`config.mk`:
```
export PLATFORM = sky130hd
export DESIGN_NAME = irq_route_ctrl
export DESIGN_NICKNAME = d
export VERILOG_FILES = /design/src/rtl/irq_route_pkg.sv /design/src/rtl/irq_route_regs.sv /design/src/rtl/irq_route_capture.sv /design/src/rtl/irq_route_sched.sv /design/src/rtl/irq_route_ctrl.sv
export SDC_FILE = /design/constraint.sdc
export NUM_CORES = 1
export LEC_CHECK = 0
export BUFFER_PORTS_ARGS = -buffer_cell sky130_fd_sc_hd__clkbuf_2
export CAP_MARGIN = 20
export CORE_MARGIN = 1.5
export CORE_UTILIZATION = 29
export DETAILED_ROUTE_END_ITERATION = 16
export SETUP_SLACK_MARGIN = 0.15
export SYNTH_ARGS = -nofsm -noshare
export SYNTH_HDL_FRONTEND = slang
export SYNTH_SLANG_ARGS = --single-unit
export TNS_END_PERCENT = 100
```
`constraint.sdc`:
```
create_clock -name clk -period 2.6 [get_ports clk]
set_clock_uncertainty 0.05 [all_clocks]
set_input_delay 0.26 -clock clk [delete_from_list [all_inputs] [get_ports clk]]
set_output_delay 0.26 -clock clk [all_outputs]
set_load 0.01 [all_outputs]
```
`src/rtl/irq_route_pkg.sv`:
```
`timescale 1ns/1ps
package irq_route_pkg;

    localparam int VEC_W      = 8;
    localparam int DLV_W      = 3;
    localparam int DEST_W     = 4;
    localparam int WORD_W     = 32;

    // low-word field positions, decoded by software
    localparam int LO_VEC_LSB = 0;
    localparam int LO_DLV_LSB = 8;
    localparam int LO_DMODE   = 11;
    localparam int LO_POL     = 13;
    localparam int LO_TRIG    = 15;
    localparam int LO_MASK    = 16;
    // high word and ID register share this field position
    localparam int FLD_HI_LSB = 24;

    typedef struct packed {
        logic              mask;
        logic              trig;   // 1 = level
        logic              pol;    // 1 = active low
        logic              dmode;
        logic [DLV_W-1:0]  dlv;
        logic [VEC_W-1:0]  vec;
        logic [DEST_W-1:0] dest;
    } rte_t;

    typedef struct packed {
        logic [VEC_W-1:0]  vec;
        logic [DLV_W-1:0]  dlv;
        logic              dmode;
        logic [DEST_W-1:0] dest;
    } msg_pay_t;

    localparam rte_t RTE_RESET = '{mask: 1'b1, default: '0};

    typedef enum logic {
        ST_SCAN = 1'b0,
        ST_HOLD = 1'b1
    } sched_st_e;

endpackage

```
`src/rtl/irq_route_regs.sv`:
```
`timescale 1ns/1ps
module irq_route_regs
    import irq_route_pkg::*;
#(
    parameter int NUM_PINS = 16,
    parameter int IDX_W    = 8,
    parameter int BASE_IDX = 16,
    parameter int ID_W     = 4,
    parameter int ID_RESET = 0,
    localparam int PIN_W   = $clog2(NUM_PINS)
) (
    input  logic                      clk,
    input  logic                      rst_n,
    input  logic                      sel_we,
    input  logic [IDX_W-1:0]          sel_wdata,
    input  logic                      win_we,
    input  logic [WORD_W-1:0]         win_wdata,
    output logic [WORD_W-1:0]         win_rdata,
    output rte_t [NUM_PINS-1:0]       tbl
);

    localparam logic [IDX_W-1:0] BASE_V = IDX_W'(BASE_IDX);
    localparam logic [IDX_W-1:0] LAST_V = IDX_W'(BASE_IDX + 2*NUM_PINS - 1);

    logic [IDX_W-1:0]      sel_q;
    logic [ID_W-1:0]       id_q;
    rte_t [NUM_PINS-1:0]   tbl_q;

    logic                  is_id;
    logic                  in_tbl;
    logic [IDX_W-1:0]      offs;
    logic [PIN_W-1:0]      pin_sel;
    logic                  is_hi;
    logic                  unused_wbits;

    assign unused_wbits = ^{win_wdata[31:28], win_wdata[23:17],
                            win_wdata[14], win_wdata[12]};

    assign is_id   = (sel_q == '0);
    assign in_tbl  = (sel_q >= BASE_V) && (sel_q <= LAST_V);
    assign offs    = sel_q - BASE_V;
    assign pin_sel = PIN_W'(offs >> 1);
    assign is_hi   = offs[0];

    always_ff @(posedge clk) begin
        if (!rst_n) begin
            sel_q <= '0;
            id_q  <= ID_W'(ID_RESET);
        end else begin
            if (sel_we)
                sel_q <= sel_wdata;
            if (win_we && is_id)
                id_q <= win_wdata[FLD_HI_LSB +: ID_W];
        end
    end

    for (genvar p = 0; p < NUM_PINS; p++) begin : g_ent
        always_ff @(posedge clk) begin
            if (!rst_n) begin
                tbl_q[p] <= RTE_RESET;
            end else if (win_we && in_tbl && pin_sel == PIN_W'(p)) begin
                if (is_hi) begin
                    tbl_q[p].dest <= win_wdata[FLD_HI_LSB +: DEST_W];
                end else begin
                    tbl_q[p].vec   <= win_wdata[LO_VEC_LSB +: VEC_W];
                    tbl_q[p].dlv   <= win_wdata[LO_DLV_LSB +: DLV_W];
                    tbl_q[p].dmode <= win_wdata[LO_DMODE];
                    tbl_q[p].pol   <= win_wdata[LO_POL];
                    tbl_q[p].trig  <= win_wdata[LO_TRIG];
                    tbl_q[p].mask  <= win_wdata[LO_MASK];
                end
            end
        end
    end

    always_comb begin
        win_rdata = '0;
        if (is_id) begin
            win_rdata[FLD_HI_LSB +: ID_W] = id_q;
        end else if (in_tbl) begin
            if (is_hi) begin
                win_rdata[FLD_HI_LSB +: DEST_W] = tbl_q[pin_sel].dest;
            end else begin
                win_rdata[LO_VEC_LSB +: VEC_W] = tbl_q[pin_sel].vec;
                win_rdata[LO_DLV_LSB +: DLV_W] = tbl_q[pin_sel].dlv;
                win_rdata[LO_DMODE]            = tbl_q[pin_sel].dmode;
                win_rdata[LO_POL]              = tbl_q[pin_sel].pol;
                win_rdata[LO_TRIG]             = tbl_q[pin_sel].trig;
                win_rdata[LO_MASK]             = tbl_q[pin_sel].mask;
            end
        end
    end

    assign tbl = tbl_q;

    // a window write at index 0 lands in the ID field
    p_id_write_r2: assert property (@(posedge clk) disable iff (!rst_n)
        (win_we && is_id) |=> (id_q == $past(win_wdata[FLD_HI_LSB +: ID_W])));

    // writes to unmapped indices leave every register alone
    p_unmapped_write_r10: assert property (@(posedge clk) disable iff (!rst_n)
        (win_we && !is_id && !in_tbl) |=> ($stable(id_q) && $stable(tbl_q)));

endmodule

```
`src/rtl/irq_route_capture.sv`:
```
`timescale 1ns/1ps
module irq_route_capture #(
    parameter int NUM_PINS = 16,
    localparam int PIN_W   = $clog2(NUM_PINS)
) (
    input  logic                clk,
    input  logic                rst_n,
    input  logic [NUM_PINS-1:0] pin_in,
    input  logic [NUM_PINS-1:0] mask_v,
    input  logic [NUM_PINS-1:0] trig_v,
    input  logic [NUM_PINS-1:0] pol_v,
    input  logic                take,
    input  logic [PIN_W-1:0]    take_pin,
    input  logic                eoi_valid,
    input  logic [PIN_W-1:0]    eoi_pin,
    output logic [NUM_PINS-1:0] req
);

    for (genvar p = 0; p < NUM_PINS; p++) begin : g_pin
        logic act;
        logic prev_q;
        logic pend_q;
        logic busy_q;
        logic hit;
        logic eoi_hit;
        logic edge_set;

        assign act      = pin_in[p] ^ pol_v[p];
        assign hit      = take && (take_pin == PIN_W'(p));
        assign eoi_hit  = eoi_valid && (eoi_pin == PIN_W'(p));
        assign edge_set = !trig_v[p] && act && !prev_q && !mask_v[p];

        always_ff @(posedge clk) begin
            if (!rst_n) begin
                prev_q <= 1'b0;
                pend_q <= 1'b0;
                busy_q <= 1'b0;
            end else begin
                prev_q <= act;
                pend_q <= edge_set | (pend_q & !hit);
                busy_q <= (hit & trig_v[p]) | (busy_q & !eoi_hit);
            end
        end

        assign req[p] = !mask_v[p] && (trig_v[p] ? (act && !busy_q) : pend_q);

        // a latched edge persists until its message is taken
        p_edge_hold_r6: assert property (@(posedge clk) disable iff (!rst_n)
            (pend_q && !hit) |=> pend_q);

        // a serviced level pin stays blocked until its end-of-interrupt
        p_level_wait_r7: assert property (@(posedge clk) disable iff (!rst_n)
            (busy_q && !eoi_hit) |=> busy_q);
    end

endmodule

```
`src/rtl/irq_route_sched.sv`:
```
`timescale 1ns/1ps
module irq_route_sched
    import irq_route_pkg::*;
#(
    parameter int NUM_PINS = 16,
    localparam int PIN_W   = $clog2(NUM_PINS)
) (
    input  logic                          clk,
    input  logic                          rst_n,
    input  logic [NUM_PINS-1:0]           req,
    input  logic [NUM_PINS-1:0]           mask_v,
    input  msg_pay_t [NUM_PINS-1:0]       pay,
    input  logic                          msg_ready,
    output logic                          msg_valid,
    output logic [PIN_W-1:0]              msg_pin,
    output msg_pay_t                      msg_pay,
    output logic                          take,
    output logic [PIN_W-1:0]              take_pin
);

    sched_st_e          state_q;
    sched_st_e          state_d;
    logic [PIN_W-1:0]   pick;
    logic               any_req;
    logic [PIN_W-1:0]   cur_pin_q;
    msg_pay_t           cur_pay_q;

    assign any_req = |req;

    always_comb begin
        pick = '0;
        for (int p = NUM_PINS - 1; p >= 0; p--) begin
            if (req[p])
                pick = PIN_W'(p);
        end
    end

    // state register
    always_ff @(posedge clk) begin
        if (!rst_n)
            state_q <= ST_SCAN;
        else
            state_q <= state_d;
    end

    // next state and outputs
    always_comb begin
        state_d   = state_q;
        msg_valid = 1'b0;
        take      = 1'b0;
        unique case (state_q)
            ST_SCAN: begin
                if (any_req)
                    state_d = ST_HOLD;
            end
            ST_HOLD: begin
                msg_valid = 1'b1;
                if (msg_ready) begin
                    take    = 1'b1;
                    state_d = ST_SCAN;
                end
            end
            default: state_d = ST_SCAN;
        endcase
    end

    always_ff @(posedge clk) begin
        if (!rst_n) begin
            cur_pin_q <= '0;
            cur_pay_q <= '0;
        end else if (state_q == ST_SCAN && any_req) begin
            cur_pin_q <= pick;
            cur_pay_q <= pay[pick];
        end
    end

    assign msg_pin  = cur_pin_q;
    assign msg_pay  = cur_pay_q;
    assign take_pin = cur_pin_q;

    // checker-side history of requests and masks
    logic [NUM_PINS-1:0] req_seen_q;
    logic [NUM_PINS-1:0] mask_seen_q;
    always_ff @(posedge clk) begin
        if (!rst_n) begin
            req_seen_q  <= '0;
            mask_seen_q <= '1;
        end else begin
            req_seen_q  <= req;
            mask_seen_q <= mask_v;
        end
    end

    // an offered message holds until taken
    p_hold_stable_r9: assert property (@(posedge clk) disable iff (!rst_n)
        (msg_valid && !msg_ready) |=> (msg_valid && $stable(msg_pin) && $stable(msg_pay)));

    // one message per acceptance
    p_one_per_take_r9: assert property (@(posedge clk) disable iff (!rst_n)
        take |=> !msg_valid);

    // no lower-numbered pin was requesting when this one was picked
    p_lowest_first_r8: assert property (@(posedge clk) disable iff (!rst_n)
        $rose(msg_valid) |-> ((req_seen_q & ((NUM_PINS'(1) << msg_pin) - NUM_PINS'(1))) == '0));

    // every offered message came from an unmasked, requesting pin
    p_from_request_r5: assert property (@(posedge clk) disable iff (!rst_n)
        $rose(msg_valid) |-> (req_seen_q[msg_pin] && !mask_seen_q[msg_pin]));

endmodule

```
`src/rtl/irq_route_ctrl.sv`:
```
`timescale 1ns/1ps
module irq_route_ctrl
    import irq_route_pkg::*;
#(
    parameter int NUM_PINS = 16,
    parameter int IDX_W    = 8,
    parameter int BASE_IDX = 16,
    parameter int ID_RESET = 0,
    localparam int PIN_W   = $clog2(NUM_PINS)
) (
    input  logic                clk,
    input  logic                rst_n,
    input  logic                sel_we,
    input  logic [IDX_W-1:0]    sel_wdata,
    input  logic                win_we,
    input  logic [31:0]         win_wdata,
    output logic [31:0]         win_rdata,
    input  logic [NUM_PINS-1:0] pin_in,
    input  logic                eoi_valid,
    input  logic [PIN_W-1:0]    eoi_pin,
    output logic                msg_valid,
    input  logic                msg_ready,
    output logic [PIN_W-1:0]    msg_pin,
    output logic [7:0]          msg_vector,
    output logic [2:0]          msg_dlv,
    output logic                msg_dmode,
    output logic [3:0]          msg_dest
);

    rte_t [NUM_PINS-1:0]     tbl;
    msg_pay_t [NUM_PINS-1:0] pay;
    logic [NUM_PINS-1:0]     mask_v;
    logic [NUM_PINS-1:0]     trig_v;
    logic [NUM_PINS-1:0]     pol_v;
    logic [NUM_PINS-1:0]     req;
    logic                    take;
    logic [PIN_W-1:0]        take_pin;
    msg_pay_t                out_pay;

    irq_route_regs #(
        .NUM_PINS (NUM_PINS),
        .IDX_W    (IDX_W),
        .BASE_IDX (BASE_IDX),
        .ID_W     (DEST_W),
        .ID_RESET (ID_RESET)
    ) u_regs (
        .clk       (clk),
        .rst_n     (rst_n),
        .sel_we    (sel_we),
        .sel_wdata (sel_wdata),
        .win_we    (win_we),
        .win_wdata (win_wdata),
        .win_rdata (win_rdata),
        .tbl       (tbl)
    );

    for (genvar p = 0; p < NUM_PINS; p++) begin : g_split
        assign mask_v[p]    = tbl[p].mask;
        assign trig_v[p]    = tbl[p].trig;
        assign pol_v[p]     = tbl[p].pol;
        assign pay[p].vec   = tbl[p].vec;
        assign pay[p].dlv   = tbl[p].dlv;
        assign pay[p].dmode = tbl[p].dmode;
        assign pay[p].dest  = tbl[p].dest;
    end

    irq_route_capture #(
        .NUM_PINS (NUM_PINS)
    ) u_capture (
        .clk       (clk),
        .rst_n     (rst_n),
        .pin_in    (pin_in),
        .mask_v    (mask_v),
        .trig_v    (trig_v),
        .pol_v     (pol_v),
        .take      (take),
        .take_pin  (take_pin),
        .eoi_valid (eoi_valid),
        .eoi_pin   (eoi_pin),
        .req       (req)
    );

    irq_route_sched #(
        .NUM_PINS (NUM_PINS)
    ) u_sched (
        .clk       (clk),
        .rst_n     (rst_n),
        .req       (req),
        .mask_v    (mask_v),
        .pay       (pay),
        .msg_ready (msg_ready),
        .msg_valid (msg_valid),
        .msg_pin   (msg_pin),
        .msg_pay   (out_pay),
        .take      (take),
        .take_pin  (take_pin)
    );

    assign msg_vector = out_pay.vec;
    assign msg_dlv    = out_pay.dlv;
    assign msg_dmode  = out_pay.dmode;
    assign msg_dest   = out_pay.dest;

endmodule

```
Word-level counts from Yosys, hierarchy flattened

Index checks and enable logic that the tools add are counted.

Flip-flop bits (word level): 385
Bits of input ports: 66
Output and inout bits: 53
Word-level logic and storage cells: 635

$add $sub $neg: 1
$lt $le $gt $ge: 4
Equality and inequality tests: 45
Mux-type cells: 54
Bitwise operators: 98
Reduce and logical (&&, ||, !) cells: 265

Operators with widths:

| cell               | number |
|---|---|
| $logic_and 1x1->1  | 132 |
| $eq 4x4->1 const B | 24 |
| $logic_not 1->1    | 96 |
| $bmux 19 s4        | 1 |
| $mux 4             | 19 |
| $bmux 16 s4        | 1 |
| $reduce_and 2->1   | 32 |
| $and 1x1->1        | 48 |
| $eq 4x3->1 const B | 12 |
| $mux 12            | 3 |
| $or 1x1->1         | 32 |
| $eq 4x2->1 const B | 6 |
| $mux 1             | 24 |
| $mux 19            | 1 |
| $mux 16            | 1 |
| $reduce_or 16->1   | 1 |
| $xor 1x1->1        | 16 |
| $eq 4x1->1 const B | 3 |
| $logic_not 4->1    | 3 |
| $lt 4x5->1 const B | 2 |
| $ge 8x5->1 const B | 1 |
| $le 8x6->1 const B | 1 |
| $logic_not 8->1    | 1 |
| $mux 2             | 3 |
| 3 further kinds    | 4 |

Longest topological paths before layout

Gate-level depths: netlist of run 1.

Word-level depth: 22
Depth in mapped cells: 11
Mapped depth without buffers: 8

By module

A second synthesis of run 1 with hierarchy kept.

Cell total of the unflattened synthesis: 1797
Area total of the unflattened synthesis: 20030.5 um^2

By module, submodules not included:

| module            | times used | cells an instance | area an instance (um^2) | sequential area each (um^2) |
|---|---|---|---|---|
| irq_route_regs    | 1          | 1274              | 14749.1                 | 6326.1 |
| irq_route_sched   | 1          | 277               | 3052.9                  | 420.4 |
| irq_route_capture | 1          | 246               | 2228.4                  | 960.9 |

Worst setup path before layout of run 1

OpenSTA, ideal clock, no wires.

Kind: reg2out
Start: register u_regs.sel_q[1]
End: output win_rdata[16]
Arrival: 2218 ps
Data required time: 2290 ps
Path slack: 72 ps
Stages on the path, launching flop included: 6
Buffers on the path: 2
Path through: dfxtp_1 clkbuf_1 buf_1 mux4_2 mux4_2 nor2b_1

Longest elaborated chain between the ends: 6
Elaborated cells between the ends (all ways): 10
Classes of those cells: 1 x add/sub; 2 x order compare; 5 x mux; 2 x reduce/logical

Ends and longest elaborated chain:

| element                | RTL line             | text |
|---|---|---|
| from (decl)            | irq_route_regs.sv:25 | `logic [IDX_W-1:0] sel_q;` |
| from (signal assigned) | irq_route_regs.sv:51 | `sel_q <= sel_wdata;` |
| $sub 5x5->5            | irq_route_regs.sv:41 | `assign offs = sel_q - BASE_V;` |
| $bmux 19 s4            | irq_route_regs.sv:89 | `win_rdata[LO_MASK] = tbl_q[pin_sel].mask;` |
| $mux 19                | -                    |  |
| $mux 2                 | irq_route_regs.sv:81 | `if (is_hi) begin` |
| $mux 2                 | irq_route_regs.sv:80 | `end else if (in_tbl) begin` |
| $mux 2 (*)             | irq_route_regs.sv:78 | `if (is_id) begin` |
| to (decl)              | irq_route_ctrl.sv:17 | `output logic [31:0] win_rdata,` |

Mark *: on every way between the ends. The rest lies on a longest branch, timed or not. The select of a mux whose other input is x is not followed.

Final worst setup path of run 1

Start: register u_regs.sel_q[1]
End: output win_rdata[0]

Longest elaborated chain between the ends: 6
Elaborated cells between the ends (all ways): 10
Classes of those cells: 1 x add/sub; 2 x order compare; 5 x mux; 2 x reduce/logical

Ends and longest elaborated chain:

| element     | RTL line             | text |
|---|---|---|
| $sub 5x5->5 | irq_route_regs.sv:41 |  |
| $bmux 19 s4 | irq_route_regs.sv:84 | `win_rdata[LO_VEC_LSB +: VEC_W] = tbl_q[pin_sel].vec;` |
| $mux 19     | -                    |  |
| $mux 12     | irq_route_regs.sv:81 |  |
| $mux 12     | irq_route_regs.sv:80 |  |
| $mux 12 (*) | irq_route_regs.sv:78 |  |

Marked as above.

==> summary.md, run 1 <==
| Metric | Value |
|---|---|
| Drt via density | 5.49 |
| Antenna-violating nets left | 0 |
| Run status | complete, but fails checks |
| # placed instances | 3264 |
| Number of global-route vias before repair | 18500 |
| Routability Congestion | 0.905 |
| Finished Layout Cells | 3414 |
| Slew @ Worst Pin | 0.691 ns |
| Final hold violation count | 0 |
| Root Buffer | clkbuf_16 |
| Busiest grt layer | met2 |
| Worst setup path class | reg2out |
| Hold Path Depth | 3 |
| Initial core utilization | 29.5% |
| Routing usage on met3 | 3.55% |
| FF/Latch Area | 7730 sq um |
| Fin. max-slew vios | 0 |
| Final setup fails | 35 |
| Number of flops mapped to enable cells by yosys | 0 |
| Syn Inst Count | 2223 |
| YS warnings | 0 |
| Post-Syn Area | 20400 sq um |
| Crit share post-route | 117% |
| Worst setup SP type | flop |
| Chip height | 268 microns |
| GRT met2 Usage | 33.7% |
| Largest net degree at the start of global routing | 90 |
| Setup ws final | -0.454 ns |
| Leak Pwr | 8.88 nW |
| Pwr Total | 13.1 mW |
| Setup TNS Final | -8.91 ns |
| Async SR Flop Fraction | 0% |
| Filler instances | 6739 |
| Initial DRC Count | 1997 |
| Yosys cell types | 65 |
| Crit path DAT | 2.74 ns |
| Crit path buf inv count | 3 |
| Crit path capture type | output port |
| RSZ-0062 raised after global routing | yes |
| Wire length per cell | 22.5 microns |
| CTS buffer count | 44 |
| Crit. Startpoint | u_regs.sel_q[1] |
| Die area | 71800 sq um |
| Max Clk Rate | 327 MHz |
| Max-cap violations | 0 |
| Fin crit period | 3.05 ns |
| CTS tree | built |
| Failing checks | setup timing |
| Grt met1 use | 27.0% |
| Std-Cell Core Area | 69100 sq um |
| Hold Startpoint | pin_in[5] |
| Seq cells post-synth | 385 |
| Antenna diodes | 0 |
| Overall routed net length | 76800 microns |
| Vias | 18800 |
| Syn Area/Cell | 9.16 sq um |
| Clk pin slew, worst setup/hold paths | 0.06 ns |
| Crit-path max FO | 11 |
| H-tree Lvls | 2 |
| CP max stage delay | 0.57 ns |
| FF-to-FF path depth | 12 |
| Worst path required time | 2.29 ns |
| CP delay by family, top | multiplexers |
| Top_reg_cell synth | dfxtp_1 |
| Share of cells above drive strength 1 | 29.2% |
| First-pass GRT wire length | 114000 microns |
| Top-level I/O count | 119 |
| Power per cell area | 499 nW/um^2 |
| Std cell rows | 96 |
| Die width | 268 microns |
| Post-synthesis sequential area ratio | 37.8% |
| Min Hold Slack | 0.0200 ns |
| Num Clock Sinks | 385 |
| Area grow syn2layout | 29.1% |
| Slew HR | 53.8% |
| Crit path depth | 6 |
| Skew-Pair Late Insertion Delay | 0.60 ns |
| Cell Chain, Critical Path | buf_12 -> buf_12 -> mux4_2 -> mux4_2 -> nor2b_1 -> clkbuf_2 |
| Nets | 2515 |
| GRT Resource Usage Total | 20.8% |
| Slowest-stage cell, CP | mux4_2 |
| Port Buffers | 92 |
| Initial antenna violation count | 0 |
| # DRC | 0 |
| Final global-route overflow total | 0 |
| Multi-input gate area | 12500 sq um |
| VDD IR max | 0.000431 V |
| Crit Reg-Reg Startpoint | u_regs.tbl[225] |
| Post-DP HPWL | 49900 microns |
| CTS max path bufs | 3 |
| Hold WC Path Type | in2reg |
| First-pass DRT Iterations | 6 |
[layout make-up]
cell class                      count  share of cell area [%]
Clock buffer                       59                    4.71
Clock inverter                     21                   0.766
Inverter                            7                  0.0999
Multi-Input combinational cell   1634                    47.4
Sequential cell                   385                    29.4
Tap cell                          931                    4.43
Timing Repair Buffer              377                    13.2
[timing repair]
action | CTS | global route
gates cloned | 5 | 4
gates resized for setup | 141 | 55
endpoints found under the hold margin | 13 | 0
hold buffers | 10 | 0
buffers inserted | 44 | 7
endpoints found under the setup margin | 52 | 69
pin swaps | 69 | 34
[through the flow]
step / utilization [%] / instance area [sq um] / worst slack [ns]
after floorplan: - / 20400 / 0.199
after global placement: 33.6 / 23200 / -0.271
after detailed placement: 33.6 / 23200 / -0.324
after CTS: 37.5 / 25900 / -0.454
after global routing: 38.1 / 26300 / -0.517
final: 38.1 / 26300 / -0.454
[logic make-up (layout without fill, tap and decap cells)]
family	count (synthesis)	after routing	synth area share (%)
buf+inv	216	464	4.53
simple gates	774	774	18.1
flops	385	385	37.8
compound gates	546	546	18.6
xor+xnor	17	17	0.731
mux	284	284	20.2
other cells	1	13	0.0184
[cell usage after synthesis, types with 5 or more instances]
cell type | instances | area share [%]
a211oi_1 | 12 | 0.44
a21boi_0 | 218 | 8.0
a21oi_1 | 17 | 0.42
a22o_1 | 5 | 0.21
a22oi_1 | 37 | 1.4
a22oi_2 | 6 | 0.37
a31oi_1 | 6 | 0.18
a41oi_1 | 19 | 0.82
and2_1 | 17 | 0.52
and4_1 | 5 | 0.21
buf_1 | 13 | 0.24
buf_2 | 24 | 0.59
buf_4 | 20 | 0.74
clkbuf_1 | 151 | 2.8
dfxtp_1 | 385 | 38
inv_1 | 7 | 0.13
mux2_1 | 22 | 1.2
mux2_2 | 37 | 2.0
mux2i_1 | 130 | 6.4
mux4_2 | 95 | 11
nand2_1 | 378 | 7.0
nand3_1 | 100 | 2.5
nand3b_1 | 5 | 0.18
nand4_1 | 14 | 0.43
nor2_1 | 55 | 1.0
nor2b_1 | 131 | 4.0
nor3_1 | 25 | 0.61
nor3b_1 | 14 | 0.52
o211ai_1 | 24 | 0.88
o21ai_0 | 149 | 3.7
o22a_1 | 12 | 0.52
o31ai_1 | 10 | 0.37
or2_2 | 7 | 0.21
xor2_1 | 16 | 0.69
[flip-flops by register name, summed over array words and instances, names as in the netlist]
signal and cells:
u_capture.g_pin.prev_q 16, u_capture.g_pin.busy_q 16, u_sched.msg_pay 16, u_regs.sel_q 8
u_capture.g_pin.pend_q 16, u_sched.msg_pin 4, u_regs.tbl 304, u_regs.id_q 4
u_sched.state_q 1
[final timing paths]
check,endpoint,slack (ns)
max,win_rdata[0],-0.45
min,u_capture.g_pin[5].prev_q,0.02
max reg2reg,u_sched.msg_pay[10],-0.14
min reg2reg,u_regs.id_q[2],0.42
[worst min-delay path, stage by stage]
cell and delay (ns):
clkbuf_2 0.11, xor2_2 0.08, and2_1 0.15
[where the power goes]
group	switching [mW]	internal (mW)
clock network	2.70	3.57
logic	0.509	0.372
registers	0.0412	5.94
[layer usage]
| metal | part of all wire (%) | wire [microns] |
|---|---|---|
| met1 | 41 | 31400 |
| met5 | 0 | 0 |
| met4 | 4.7 | 3600 |
| met3 | 8.1 | 6180 |
| met2 | 46 | 35600 |
[layout by cell type (no fill, tap or decap), types with 12 or more instances in the layout]
cell type,Yosys,routed
conb_1,1,13
and2_1,17,16
buf_4,20,196
xor2_2,0,13
buf_12,0,42
clkbuf_2,0,90
nand3_1,100,97
nor2b_1,131,131
mux2_4,0,17
buf_6,1,22
a21oi_1,17,12
a22oi_2,6,23
clkinv_2,0,12
a41oi_1,19,12
o22a_1,12,12
dfxtp_1,385,371
clkbuf_16,0,48
mux2i_1,130,126
o211ai_1,24,24
mux4_2,95,95
nor2_1,55,50
nor3_1,25,22
a21boi_0,218,218
nand4_1,14,14
mux2_2,37,32
o21ai_0,149,140
nand2_1,378,374
a22oi_1,37,20
No activity file was read; power rests on OpenSTA's default activity.
==> run 2, diff against run 1 <==
- HOLD_SLACK_MARGIN: not set -> 0.1
==> run 2 against run 1 <==
  * The flow still finishes with violations (setup timing)
  * Worst setup slack worse by 0.0017 ns
  * First-iteration DRC count is 0.45% higher
  * Sequential share of layout area is 0.18 points lower
  * Routed wire length is 0.20% higher
  * Core utilization is 0.22 points higher
  * Critical path depth stayed put
  * Sequential power hardly changed
  * Worst hold slack better by 0.092 ns
  * Cell count is 0.62% higher
  * Count of clock-buffer cells in the layout stayed put
  * Clock power hardly changed
==> summary.md, run 2 (synthesis results as in run 1) <==
| Metric | Value |
|---|---|
| Antenna diodes | 0 (unchanged) |
| Area grow syn2layout | 29.9% |
| Leak Pwr | 8.95 nW (+0.77%) |
| Worst path required time | 2.29 ns (about the same) |
| Overall routed net length | 76900 microns (+0.20%) |
| CP delay by family, top | multiplexers |
| Crit path buf inv count | 3 (unchanged) |
| Setup ws final | -0.456 ns (-0.00166 ns) |
| Most frequent cells in the layout | nand2_1, dfxtp_1, a21boi_0 |
| Initial DRC Count | 2006 (+0.45%) |
| Crit path capture type | output port |
| Std-Cell Core Area | 69100 sq um (unchanged) |
| Slew HR | 53.3% (-0.54 points) |
| Crit-path max FO | 11 (unchanged) |
| Fin. max-slew vios | 0 (unchanged) |
| Crit path DAT | 2.75 ns (about the same) |
| VDD IR max | 0.000431 V (-0.10%) |
| Max reg flops | 304 (unchanged) |
| Drt via density | 5.47 (-0.39%) |
| Crit share post-route | 118% (about the same) |
| CTS max path bufs | 3 (unchanged) |
| Die width | 268 microns (unchanged) |
| Antenna-violating nets left | 0 (unchanged) |
| Chip height | 268 microns (unchanged) |
| Max Clk Rate | 327 MHz (about the same) |
| Fin crit period | 3.06 ns (+0.00166 ns) |
| Cell Chain, Critical Path | buf_12 -> buf_12 -> mux4_2 -> mux4_2 -> nor2b_1 -> clkbuf_2 |
| Failing checks | setup timing |
| Power per cell area | 497 nW/um^2 (-0.33%) |
| First-pass DRT Iterations | 6 (unchanged) |
| Num Clock Sinks | 385 (unchanged) |
| Final core occ | 38.3% (+0.22 points) |
| Skew-Pair Late Insertion Delay | 0.60 ns (about the same) |
| Final setup fails | 35 (unchanged) |
| Clk pin slew, worst setup/hold paths | 0.06 ns (about the same) |
| Top-level I/O count | 119 (unchanged) |
| First-pass GRT wire length | 115000 microns (+0.48%) |
| Root Buffer | clkbuf_16 |
| RSZ-0062 raised after global routing | yes |
| Largest net degree at the start of global routing | 90 (unchanged) |
| Max-cap violations | 0 (unchanged) |
| H-tree Lvls | 2 (unchanged) |
| Routability Congestion | 0.905 (unchanged) |
| Std cell rows | 96 (unchanged) |
| Worst setup path class | reg2out |
| Number of global-route vias before repair | 18600 (+0.69%) |
| Port Buffers | 92 (unchanged) |
| Hold WC Path Type | in2reg |
| Vias | 18800 (+0.22%) |
| Pre-CTS WS | -0.324 ns (unchanged) |
| Final hold violation count | 0 (unchanged) |
| Run status | complete, but fails checks |
| Wire length per cell | 22.4 microns (-0.41%) |
| Initial core utilization | 29.5% (unchanged) |
| Final global-route overflow total | 0 (unchanged) |
| Initial antenna violation count | 0 (unchanged) |
| CTS buffer count | 44 (unchanged) |
| Share of cells above drive strength 1 | 28.6% (-0.64 points) |
| Slowest-stage cell, CP | mux4_2 |
| Die area | 71800 sq um (unchanged) |
| CTS tree | built |
| Post-DP HPWL | 49900 microns (unchanged) |
| # DRC | 0 (unchanged) |
| Most common cell after layout, fill and taps aside | nand2_1 |
| CP max stage delay | 0.57 ns (about the same) |
| Worst setup SP type | flop |
| Nets | 2536 (+0.83%) |
| Slew @ Worst Pin | 0.699 ns (+0.00877 ns) |
| GRT Resource Usage Total | 20.9% (+0.085 points) |
-- run 2: changes by cell type in the layout (fill, tap and decap cells not counted), sizes merged --
| cell | previous run | this run |
|---|---|---|
| dlygate4sd3 | 10 | 35 |
| buf | 272 | 269 |
| clkbuf | 154 | 153 |
-- run 2: metrics by stage --
step | area, sq um | power [mW] | TNS (ns) | hold slack [ns] | cells
floorplan | 20400 | 6.58 | 0 | 0.338 | 2235
global placement | 23200 | 6.87 | -1.98 | 0.401 | 3264
detailed placement | 23200 | 6.88 | -2.84 | 0.421 | 3264
CTS | 26200 | 13.2 | -8.54 | 0.102 | 3428
global route | 26500 | 13.5 | -11.79 | 0.145 | 3435
finish | 26500 | 13.2 | -9.08 | 0.112 | 3435
-- run 2: worst register-to-register path, stage by stage, from the launching register on --
cell and delay [ns]:
dfxtp_2 0.34, xor2_2 0.19, a22oi_2 0.18, buf_4 0.16, nand4_1 0.20, o211ai_4 0.31, nand2_8 0.10, buf_12 0.15
buf_12 0.12, buf_4 0.13, mux2_2 0.26, o211ai_1 0.26, a41oi_2 0.17
-- run 2: per-layer routing --
layer	vias to the layer above	global-route usage, %	routed length [microns]
met5	-	0	0
met4	0	9.45	3340
met3	209	3.64	6180
met2	916	33.9	35900
met1	9238	27.1	31500
li1	8431	-	-
-- run 2: area by class of cell --
cell class | count | area [sq um]
clock buffers | 59 | 1240
clock inverters | 21 | 201
fillers | 6734 | 42600
inverters | 7 | 26.3
multi-input cells | 1634 | 12400
flip-flops and latches | 385 | 7730
well taps | 931 | 1160
repair buffers | 398 | 3680
-- run 2: final timing paths --
path / from / to / slack (ns) / cells after the start
setup / recovery: u_regs.sel_q[1] / win_rdata[0] / -0.46 / 6
setup reg to reg: u_regs.tbl[206] / u_sched.msg_pay[10] / -0.13 / 12
hold reg to reg: u_regs.id_q[2] / u_regs.id_q[2] / 0.42 / 2
hold / removal: pin_in[4] / u_capture.g_pin[4].pend_q / 0.11 / 4
-- run 2: what timing repair did --
| action | 4_1_cts | 5_1_grt |
|---|---|---|
| endpoints found under the setup margin | 52 | 69 |
| pin swaps | 69 | 34 |
| hold buffers | 35 | 0 |
| hold endpoints to repair | 101 | 0 |
| resized for setup | 141 | 44 |
| gates cloned | 5 | 3 |
| setup buffers | 44 | 4 |
-- run 2: report_power, final --
group | switching [mW] | internal (mW)
Combinational | 0.518 | 0.397
Clock | 2.69 | 3.57
Sequential | 0.0412 | 5.94
